### src/rtl/maze_pkg.sv
package maze_pkg;

    localparam int unsigned ST_W = 3;

    typedef enum logic [ST_W-1:0] {
        ST_SEEK    = 3'd0,
        ST_PIVOT   = 3'd1,
        ST_DRIFT_R = 3'd2,
        ST_DRIFT_L = 3'd3,
        ST_ROUND   = 3'd4
    } state_e;

    typedef struct packed {
        logic fwd;
        logic tl;
        logic tr;
    } act_t;

    typedef struct packed {
        state_e st;
        act_t   act;
    } regs_t;

endpackage

### src/rtl/maze_arc_select.sv
module maze_arc_select
    import maze_pkg::*;
(
    input  state_e cur_st,
    input  logic   feel_l,
    input  logic   feel_r,
    output state_e nxt_st
);
    logic any_touch;
    logic wall_mode;

    always_comb begin
        any_touch = feel_l | feel_r;
        wall_mode = (cur_st == ST_DRIFT_R) || (cur_st == ST_DRIFT_L)
                 || (cur_st == ST_ROUND);
        nxt_st    = ST_SEEK;
        if (wall_mode && feel_l) begin
            nxt_st = ST_PIVOT;
        end else begin
            case (cur_st)
                ST_SEEK:    nxt_st = any_touch ? ST_PIVOT : ST_SEEK;
                ST_PIVOT:   nxt_st = any_touch ? ST_PIVOT : ST_DRIFT_R;
                ST_DRIFT_R: nxt_st = feel_r ? ST_DRIFT_L : ST_DRIFT_R;
                ST_DRIFT_L: nxt_st = feel_r ? ST_DRIFT_L : ST_ROUND;
                ST_ROUND:   nxt_st = feel_r ? ST_DRIFT_L : ST_ROUND;
                default:    nxt_st = ST_SEEK;
            endcase
        end
    end
endmodule

### src/rtl/maze_act_decode.sv
module maze_act_decode
    import maze_pkg::*;
(
    input  state_e st,
    output act_t   act
);
    always_comb begin
        act = '0;
        case (st)
            ST_SEEK:    act = '{fwd: 1'b1, tl: 1'b0, tr: 1'b0};
            ST_PIVOT:   act = '{fwd: 1'b0, tl: 1'b1, tr: 1'b0};
            ST_DRIFT_R: act = '{fwd: 1'b1, tl: 1'b0, tr: 1'b1};
            ST_DRIFT_L: act = '{fwd: 1'b1, tl: 1'b1, tr: 1'b0};
            ST_ROUND:   act = '{fwd: 1'b1, tl: 1'b0, tr: 1'b1};
            default:    act = '0;
        endcase
    end
endmodule

### src/rtl/maze_follower.sv
module maze_follower
    import maze_pkg::*;
(
    input  logic            clk,
    input  logic            rst,
    input  logic            feel_l,
    input  logic            feel_r,
    output logic            step_fwd,
    output logic            turn_left,
    output logic            turn_right,
    output logic [ST_W-1:0] state_code
);
    regs_t  r_d, r_q;
    state_e arc_st;
    state_e sel_st;
    act_t   sel_act;

    maze_arc_select u_arc (
        .cur_st (r_q.st),
        .feel_l (feel_l),
        .feel_r (feel_r),
        .nxt_st (arc_st)
    );

    // outputs are decoded from the next state and registered with it,
    // so they are a pure function of the registered state (Moore)
    maze_act_decode u_dec (
        .st  (sel_st),
        .act (sel_act)
    );

    always_comb begin
        sel_st   = rst ? ST_SEEK : arc_st;
        r_d      = r_q;
        r_d.st   = sel_st;
        r_d.act  = sel_act;
    end

    always_ff @(posedge clk) begin
        r_q <= r_d;
    end

    assign step_fwd   = r_q.act.fwd;
    assign turn_left  = r_q.act.tl;
    assign turn_right = r_q.act.tr;
    assign state_code = r_q.st;
endmodule

### config.mk
export PLATFORM = sky130hd
export DESIGN_NAME = maze_follower
export DESIGN_NICKNAME = d
export VERILOG_FILES = /design/src/rtl/maze_pkg.sv /design/src/rtl/maze_arc_select.sv /design/src/rtl/maze_act_decode.sv /design/src/rtl/maze_follower.sv
export SDC_FILE = /design/constraint.sdc
export NUM_CORES = 1
export LEC_CHECK = 0
export BUFFER_PORTS_ARGS = -buffer_cell sky130_fd_sc_hd__clkbuf_2
export CORE_AREA = 2 2 39 41
export CTS_CLUSTER_DIAMETER = 30
export DETAILED_ROUTE_END_ITERATION = 12
export DIE_AREA = 0 0 41 43
export SLEW_MARGIN = 40
export SYNTH_ARGS = -nofsm -noshare
export SYNTH_HDL_FRONTEND = slang
export SYNTH_HIERARCHICAL = 1
export SYNTH_SLANG_ARGS = --single-unit
### constraint.sdc
create_clock -name clk -period 1.45 [get_ports clk]
set_input_delay 0.29 -clock clk [delete_from_list [all_inputs] [get_ports clk]]
set_output_delay 0.29 -clock clk [all_outputs]
set_load 0.01 [all_outputs]
After elaboration in Yosys (flattened, before gate mapping)
Index checks and enable logic that the tools add are counted.
{ "totals": {"out_inout_bits": 6, "latchBits": 0, "ram_bits": 0, "ff_bits": 6, "in_bits": 4, "mem_count": 0, "romBits": 0, "word_cells": 28} }
{ "op_classes": {"magnitude_cmp": 0, "multipliers": 0, "n_bitwise": 1, "div_mod_pow": 0, "n_addsub": 0, "shifts": 0, "reduce_logical": 7, "n_eq_ne": 8, "muxes": 8} }
{ "ops": {"columns": ["operator", "count"], "rows": [
  ["3-bit one-hot mux with 4 select lines", 2],
  ["3-bit by 2-bit equality test with 1-bit output, second input constant", 4],
  ["3-bit 2-to-1 mux", 3],
  ["3-bit by 1-bit equality test with 1-bit output, second input constant", 2],
  ["3-bit equality test, second input constant", 2],
  ["3-bit zero test", 2],
  ["2-bit OR reduction", 2],
  ["1-bit logical OR", 2],
  ["1-bit 2-to-1 mux", 2],
  ["2-bit 2-to-1 mux", 1],
  ["1-bit logical AND", 1],
  ["1-bit OR", 1]
]} }

Logic depth before layout (Yosys ltp)
Gate-level depths: netlist of run 1.
{ "depth": {"ltp_word": 9, "ltp_mapped": 6, "ltp_nobuf": 6} }

Modules after synthesis
Netlist of run 1, hierarchy kept.
{ "modules_own_cells": {"columns": ["mod", "cells_each", "seq_area_each_um2", "n_inst", "area_per_inst_um2"], "rows": [
  ["maze_follower", 9, 120.1, 1, 138.9],
  ["maze_arc_select", 11, 0.0, 1, 72.6],
  ["maze_act_decode", 4, 0.0, 1, 30.0]
]} }

Worst setup path before layout of run 1
No wires, ideal clock.
{ "synth_timing": {"kind": "register to register", "start": "reg r_q (netlist bit state_code[1])", "end": "reg r_q (netlist bit turn_right)", "required_time_ns": 1.330, "slack_ns": 0.101, "arrival_time_ns": 1.229, "period_less_slack_ns": 1.349, "path_stages_with_launch": 7, "path_cell_list": "dfxtp_1 nor3b_1 a31oi_1 a21oi_1 nor2b_1 xnor2_1 nor2_1"} }
{ "synth_rtl": {"columns": ["element", "line", "source"], "rows": [
  ["from (decl)", "maze_follower.sv:13", "regs_t r_d, r_q;"],
  ["from (signal assigned)", "maze_follower.sv:40", "r_q <= r_d;"]
]} }

==> results.yml, run 1 <==
placement:
  globalplace.congestion: 0.704
  port_buffers: 9
  hpwl_um: 374
  dp.cells: 50
  placed_area_um2: 314
route:
  viasPerCell: 4.17
  totalWireLength_um: 537
  drc_errors: 0
  drt_iter0_drc: 0
  drtPass1Iterations: 1
  ant_nets: 0
  vias: 221
  wire_per_inst_um: 10.1
timing:
  drv_slew: 0
  hold_slack_ps: 312
  finalCriticalPeriod_ps: 1360
  max_freq_ghz: 0.736
  hold_viol_final: 0
  fin_skew_ps: 3.34
  tightest_slew_ps: 250
  setup_viol: 0
  slew_headroom_pct: 83.3
  finalCritPeriodShare_pct: 93.6
critical_path:
  end_kind: "flop"
  cp.required_ps: 1580
  criticalPathCategory: "reg2reg"
  critical_path_peak_fanout: 6
  cp-start-kind: "flop"
  cp_data_arrival_time_ps: 1480
logic_synthesis:
  yosysWarnings: 6
  synth_seq_cells: 6
  synth.cell_area_um2: 241
  syn-num-nets: 28
  synth_cell_types: 15
  syn_inst: 24
  synth-seq-area-share_pct: 49.7
  avgSynthCellArea_um2: 10.1
die:
  start_util_pct: 17.5
  die_w_um: 41
  die-area_mm2: 0.00176
  io_pins: 10
  die_h_um: 43
  core.rowCount: 14
  core_region_area_mm2: 0.00138
global_routing:
  grt_pass1_vias: 214
  antenna_found_initial: 0
  grt_pass1_wl_um: 772
  grt_overflow: 0
  grt_max_degree: 7
  grt_usage_pct: 7.55
cells_and_area:
  drive_above_1_share_pct: 48.6
  area_growth_pct: 48.7
  nets: 43
  stdcell_count: 53
  n_antenna_cell: 0
  seq_area_um2: 120
  final_area_um2: 359
  fill_cells: 152
  multiInputGateArea_um2: 140
clock_tree:
  clkTransAtPathRegs_ps: 50
  post_cts_buffers: 0
  cts_made_buffers: 3
  cts_root_buf: "clkbuf_4"
  hold_buffers: 0
  clk_latency_ps: 240
  cts_tree: "yes"
  clock_sinks: 6
  cts.htree.levels: 1
  cts_buffer_depth: 2
min_path:
  holdCritPathClass: "in2reg"
power_and_ir_drop:
  p_per_area_mw_per_mm2: 1040
  ir_worst_vdd_uv: 306
  leakagePower_nw: 0.140
flow_run:
  drv_cap: 0
outcome:
  status: "completed"
cells by family (layout without fill, tap and decap cells):
kind of cell / after synthesis / in the layout / synth area share (%)
flip-flops: 6 / 6 / 49.7
AND/OR/NAND/NOR: 10 / 10 / 26.9
XOR/XNOR: 1 / 1 / 3.63
buffers and inverters: 1 / 14 / 1.55
AO/OA/AOI/OAI: 5 / 5 / 14.0
multiplexers: 1 / 1 / 4.15
cells in the mapped netlist:
master / n / area [um^2]
a31oi_1: 2 / 12.5
a21oi_1: 1 / 5.00
and2b_1: 1 / 7.51
dfxtp_1: 6 / 120
inv_1: 1 / 3.75
nand3_1: 1 / 5.00
xnor2_1: 1 / 8.76
o22a_1: 1 / 8.76
a211oi_1: 1 / 7.51
nor3b_1: 1 / 7.51
nor4b_2: 1 / 15.0
mux2i_1: 1 / 10.0
nor2_1: 2 / 7.51
nand2_1: 1 / 3.75
nor2b_1: 3 / 18.8
worst paths after layout:
kind	startpoint	to	slack [ps]	cells past startpoint
setup / recovery	state_code[1]$_DFF_P_	turn_right$_DFF_P_	90	6
hold / removal	rst	state_code[2]$_DFF_P_	310	2
setup reg to reg	state_code[1]$_DFF_P_	turn_right$_DFF_P_	90	6
hold reg to reg	state_code[0]$_DFF_P_	state_code[2]$_DFF_P_	690	3
sequential cells by signal, summed over array words and instances, names as in the netlist:
signal and count:
step_fwd 1, state_code 3, turn_left 1, turn_right 1
critical path: stages (launching register included):
cell	delay, ps
dfxtp_1	430
nor3b_2	210
a31oi_1	60
a21oi_1	170
nor2b_4	200
xnor2_1	130
nor2_1	50
placed cells by master, fill, tap and decap left out, types with 2 or more instances in the layout:
| master | Yosys | final |
|---|---|---|
| clkbuf_2 | 0 | 9 |
| clkbuf_4 | 0 | 3 |
| nor2b_4 | 0 | 2 |
| a31oi_1 | 2 | 2 |
| dfxtp_1 | 6 | 6 |
repair_timing:
item | 4_1_cts | 5_1_grt
gates cloned | 0 | 0
gates resized for setup | 1 | 5
setup endpoints to repair | 1 | 3
pin swaps | 0 | 0
where the power goes:
part | total (W) | internal [W] | switching, W
logic | 0.0000411 | 0.0000211 | 0.0000201
registers | 0.000179 | 0.000173 | 0.00000599
clock network | 0.000152 | 0.0000935 | 0.0000585
metrics by stage:
| step | total power (W) | setup slack, ps | setup TNS (ps) | utilization, % |
|---|---|---|---|---|
| finish | 0.000372 | 92.1 | 0 | 25.9 |
| global route | 0.000399 | -6.38 | -6.38 | 25.9 |
| CTS | 0.000375 | 11.0 | 0 | 24.5 |
| detailed placement | 0.000219 | -25.0 | -25.0 | 22.7 |
| global placement | 0.000219 | 11.7 | 0 | 22.7 |
| floorplan | 0.000200 | 101 | 0 | - |
cell type report:
cell class                 count  share of cell area (%)
tap                           16                    5.57
sequential                     6                    33.4
clock buffer                   3                    6.27
inverter                       1                    1.05
multi-input combinational     17                    39.0
timing repair buffer          10                    14.6
routing by layer:
layer / vias to the layer above / track usage [%] / part of all wire (%)
li1: 113 / - / -
met1: 99 / 7.12 / 40
met2: 7 / 9.06 / 48
met3: 2 / 3.14 / 9.7
met4: 0 / 12.0 / 1.9
met5: - / 0 / 0
No activity file was read; power rests on OpenSTA's default activity.
==> run 2: changes to the inputs <==
==> constraint.sdc (replaced) <==
create_clock -name clk -period 1.3 [get_ports clk]
set_input_delay 0.26 -clock clk [delete_from_list [all_inputs] [get_ports clk]]
set_output_delay 0.26 -clock clk [all_outputs]
set_load 0.01 [all_outputs]
==> run 2 against run 1 <==
  * The flow now finishes with violations (negative setup slack)
  * Critical path depth stayed put
  * Routed wire length is 1.9% higher
  * Die area stayed put
  * Count of clock-buffer cells in the layout stayed put
  * Worst setup slack worse by 100 ps
  * First-iteration DRC count is 2 higher
  * Sequential share of layout area hardly changed
  * Combinational power is 21% higher
  * Sequential power is 12% higher
  * Clock skew is 3.9 ps higher
==> results.yml, run 2 (synthesis gave the netlist of run 1 again) <==
outcome:
  status: "finished, violations left"
  violations: "negative setup slack"
clock_tree:
  cts_made_buffers: 3
  post_cts_buffers: 0
  cts.htree.levels: 1
  cts_root_buf: "clkbuf_4"
  hold_buffers: 0
  clk_latency_ps: 240
  clkTransAtPathRegs_ps: 50
  cts_buffer_depth: 2
  cts_tree: "yes"
  clock_sinks: 6
power_and_ir_drop:
  ir_worst_vdd_uv: 678
  p_per_area_mw_per_mm2: 1130
  leakagePower_nw: 0.146
timing:
  hold_slack_ps: 279
  fin_skew_ps: 7.21
  rsz0062_at_grt: "true"
  finalCritPeriodShare_pct: 101
  slew_headroom_pct: 82.3
  fin_setup_tns_ps: -7.40
  setup_viol: 1
  tightest_slew_ps: 265
  drv_slew: 0
  max_freq_ghz: 0.765
  hold_viol_final: 0
  fin_ws_ps: -7.40
  finalCriticalPeriod_ps: 1310
route:
  drt_iter0_drc: 2
  drc_errors: 0
  vias: 229
  viasPerCell: 4.24
  drtPass1Iterations: 3
  wire_per_inst_um: 10.1
  ant_nets: 0
  totalWireLength_um: 547
cells_and_area:
  drive_above_1_share_pct: 57.9
  layout_common_cells: "clkbuf_2, clkbuf_4, dfxtp_2, dfxtp_1"
  layout_commonest_cell: "clkbuf_2"
  multiInputGateArea_um2: 140
  nets: 44
  largest_reg_flops: 3
  n_antenna_cell: 0
  final_area_um2: 370
  fill_cells: 147
  area_growth_pct: 53.4
  seq_area_um2: 124
die:
  die-area_mm2: 0.00176
  io_pins: 10
  die_h_um: 43
  start_util_pct: 17.5
  die_w_um: 41
  core_region_area_mm2: 0.00138
  core.rowCount: 14
global_routing:
  antenna_found_initial: 0
  grt_max_degree: 7
  grt_pass1_vias: 194
  grt_usage_pct: 7.24
  grt_pass1_wl_um: 765
  grt_overflow: 0
critical_path:
  end_kind: "flop"
  cp-start-kind: "flop"
  cp_data_arrival_time_ps: 1420
  criticalPathCategory: "reg2reg"
  critical_path_peak_fanout: 6
  cp.required_ps: 1410
placement:
  place_ws_ps: -79.6
  globalplace.congestion: 0.659
  port_buffers: 9
  placed_area_um2: 327
min_path:
  holdCritPathClass: "in2reg"
flow_run:
  drv_cap: 0
[run 2: final timing paths]
check,from,end,slack (ps),depth (start not counted)
setup / recovery,state_code[1]$_DFF_P_,turn_right$_DFF_P_,-7,6
hold / removal,rst,state_code[1]$_DFF_P_,280,2
setup reg to reg,state_code[1]$_DFF_P_,turn_right$_DFF_P_,-7,6
hold reg to reg,state_code[2]$_DFF_P_,state_code[2]$_DFF_P_,640,3
[run 2: metrics by stage]
step,power [W],cells,util (%)
2_1_floorplan,0.000223,24,-
3_3_place_gp,0.000249,51,23.6
3_5_place_dp,0.000249,51,23.6
4_1_cts,0.000428,54,26.3
5_1_grt,0.000443,54,26.8
6_report,0.000418,54,26.8
[run 2: where the power goes]
| group | internal [W] | total [W] | switching [W] |
|---|---|---|---|
| combinational | 0.0000264 | 0.0000497 | 0.0000233 |
| sequential | 0.000194 | 0.000201 | 0.00000700 |
| clock | 0.000104 | 0.000167 | 0.0000632 |
[run 2: layout make-up]
cell class,count,area share [%]
Inverter,1,1.01
Timing Repair Buffer,11,16.2
Sequential cell,6,33.4
Clock buffer,3,6.08
Tap cell,16,5.41
Multi-Input combinational cell,17,37.8
[run 2: critical path, cell delays in order (launching register included)]
cell     delay [ps]
dfxtp_2         350
nor4b_2         250
a31oi_1          60
a21oi_1         150
nor2b_4         190
xnor2_1         120
nor2_1           60
[run 2: routing by layer]
metal	wire [um]	share of wire (%)	GRT usage, %	vias up
met5	0	0	0	-
met4	0	0	6.00	0
met1	235	43	7.44	106
met2	269	49	8.75	8
met3	42	7.7	6.28	0
li1	-	-	-	115
[run 2: repair_timing]
action / 4_1_cts / 5_1_grt
gates resized for setup: 5 / 2
cloned: 0 / 0
setup endpoints to repair: 3 / 3
==> run 3: changes to the inputs <==
--- a/config.mk
+++ b/config.mk
@@ -5,11 +5,12 @@
 export SDC_FILE = /design/constraint.sdc
 export NUM_CORES = 1
 export LEC_CHECK = 0
-export BUFFER_PORTS_ARGS = -buffer_cell sky130_fd_sc_hd__clkbuf_2
+export BUFFER_PORTS_ARGS = -buffer_cell sky130_fd_sc_hd__buf_2
 export CORE_AREA = 2 2 39 41
 export CTS_CLUSTER_DIAMETER = 30
 export DETAILED_ROUTE_END_ITERATION = 12
 export DIE_AREA = 0 0 41 43
+export PLACE_DENSITY_LB_ADDON = 0.15
 export SLEW_MARGIN = 40
 export SYNTH_ARGS = -nofsm -noshare
 export SYNTH_HDL_FRONTEND = slang
==> run 3 against run 2 <==
  * The run still ends with negative setup slack left
  * Worst setup slack lost 16 ps
  * Total power grew 1.7%
  * Count of clock-buffer cells in the layout is the same
  * Largest cell class unchanged
  * Via count shrank 1.7%
  * Register-to-register slack lost 20 ps
  * Final cell count is the same
  * Sequential share of layout area shrank 0.76 points
  * Sequential power is essentially flat
==> results.yml, run 3 (synthesis gave the netlist of run 1 again) <==
timing:
  hold_viol_final: 0
  rsz0062_at_grt: "true"
  hold_slack_ps: 265
  max_freq_ghz: 0.756
  slew_headroom_pct: 82.5
  tightest_slew_ps: 262
  drv_slew: 0
  fin_ws_ps: -23.4
  finalCritPeriodShare_pct: 102
  finalCriticalPeriod_ps: 1320
  setup_viol: 1
  fin_skew_ps: 3.83
power_and_ir_drop:
  seq_power_share_pct: 46.8
  clock_power_share_pct: 40.5
  swShare_pct: 23.4
  internal-power_w: 0.000326
  switchingPower_w: 0.0000996
  ir_worst_vdd_uv: 405
  comb_power_share_pct: 12.7
  p_per_area_mw_per_mm2: 1100
  leakagePower_nw: 0.153
critical_path:
  critical_path_peak_fanout: 6
  slowest_delay_ps: 360
  cp-start-kind: "flop"
  cp_top_family: "simple AND/OR/NAND/NOR gates"
  cp.required_ps: 1420
  r2r-start: "state_code[1]$_DFF_P_"
  end_kind: "flop"
  worstPathCellList: "nor4b_4, a31oi_1, a21oi_1, nor2b_4, xnor2_1, nor2_1"
  critPathBufInv: 0
  criticalPathCategory: "reg2reg"
  cp_data_arrival_time_ps: 1450
  startpoint: "state_code[1]$_DFF_P_"
  slowest_stage: "dfxtp_4"
die:
  start_util_pct: 17.5
  die_w_um: 41
  die-area_mm2: 0.00176
  core.rowCount: 14
  die_h_um: 43
  io_pins: 10
  core_region_area_mm2: 0.00138
clock_tree:
  hold_buffers: 0
  clkTransAtPathRegs_ps: 50
  clock_sinks: 6
  cts.htree.levels: 1
  clk_latency_ps: 240
  cts_buffer_depth: 2
  cts_root_buf: "clkbuf_4"
  cts_tree: "yes"
  post_cts_buffers: 0
  cts_made_buffers: 3
route:
  totalWireLength_um: 628
  wire_per_inst_um: 11.6
  drtPass1Iterations: 6
  ant_nets: 0
  vias: 225
  drt_iter0_drc: 4
  viasPerCell: 4.17
  drc_errors: 0
cells_and_area:
  n_antenna_cell: 0
  layout_common_cells: "buf_2, clkbuf_4, dfxtp_1"
  layout_commonest_cell: "buf_2"
  largest_reg_flops: 3
  drive_above_1_share_pct: 63.2
  fill_cells: 165
  stdcell_count: 54
  final_area_um2: 387
  final_core_util_pct: 27.9
  nets: 44
  area_growth_pct: 60.1
placement:
  dp.cells: 51
  port_buffers: 9
  placed_area_um2: 327
  hpwl_um: 442
  globalplace.congestion: 0.597
flow_run:
  drv_cap: 0
outcome:
  status: "finished, violations left"
  violations: "negative setup slack"
global_routing:
  grt_pass1_wl_um: 1020
  grt_pass1_vias: 245
  grt_usage_pct: 9.14
  grt_max_degree: 7
  grt_overflow: 0
  antenna_found_initial: 0
min_path:
  hp-start: "rst"
  holdCritPathClass: "in2reg"
-- run 3: layer usage --
metal | global-route usage, % | wire, um | vias up
li1 | - | - | 113
met1 | 9.65 | 243 | 103
met2 | 12.5 | 321 | 9
met3 | 4.71 | 63 | 0
met4 | 8.00 | 0 | 0
met5 | 0 | 0 | -
-- run 3: worst register-to-register path: stages, from the launching register on --
cell and delay [ps]:
dfxtp_4 360, nor4b_4 250, a31oi_1 60, a21oi_1 150
nor2b_4 200, xnor2_1 130, nor2_1 50
-- run 3: power groups by stage --
stage / combinational [W] / sequential (W) / clock (W)
3_3_place_gp: 0.0000464 / 0.000201 / 0
5_1_grt: 0.0000596 / 0.000200 / 0.000199
6_report: 0.0000540 / 0.000199 / 0.000172
4_1_cts: 0.0000519 / 0.000200 / 0.000183
2_1_floorplan: 0.0000175 / 0.000206 / 0
3_5_place_dp: 0.0000478 / 0.000202 / 0
-- run 3: per-stage QoR --
| step | worst slack, ps | setup TNS, ps | total power (W) |
|---|---|---|---|
| final | -23.4 | -23.4 | 0.000425 |
| after global routing | -141 | -315 | 0.000459 |
| after CTS | -9.97 | -9.97 | 0.000434 |
| after detailed placement | -124 | -306 | 0.000250 |
| after global placement | -63.1 | -124 | 0.000248 |
| after floorplan | 10.9 | 0 | 0.000223 |
-- run 3: worst paths after layout --
path / end / slack [ps] / depth (start not counted)
hold / removal: state_code[1]$_DFF_P_ / 270 / 2
setup reg to reg: turn_right$_DFF_P_ / -20 / 6
hold reg to reg: state_code[2]$_DFF_P_ / 660 / 3
setup / recovery: turn_right$_DFF_P_ / -20 / 6
-- run 3: what timing repair did --
| item | CTS | global route |
|---|---|---|
| gates resized for setup | 8 | 3 |
| endpoints found under the setup margin | 3 | 3 |
| pin swaps | 0 | 0 |
-- run 3: final cells by class --
| cell class | count | area, um^2 | area share [%] |
|---|---|---|---|
| multi-input combinational | 17 | 154 | 39.8 |
| sequential | 6 | 126 | 32.7 |
| timing repair buffer | 11 | 60.1 | 15.5 |
| clock buffer | 3 | 22.5 | 5.83 |
| tap | 16 | 20.0 | 5.18 |
| inverter | 1 | 3.75 | 0.971 |
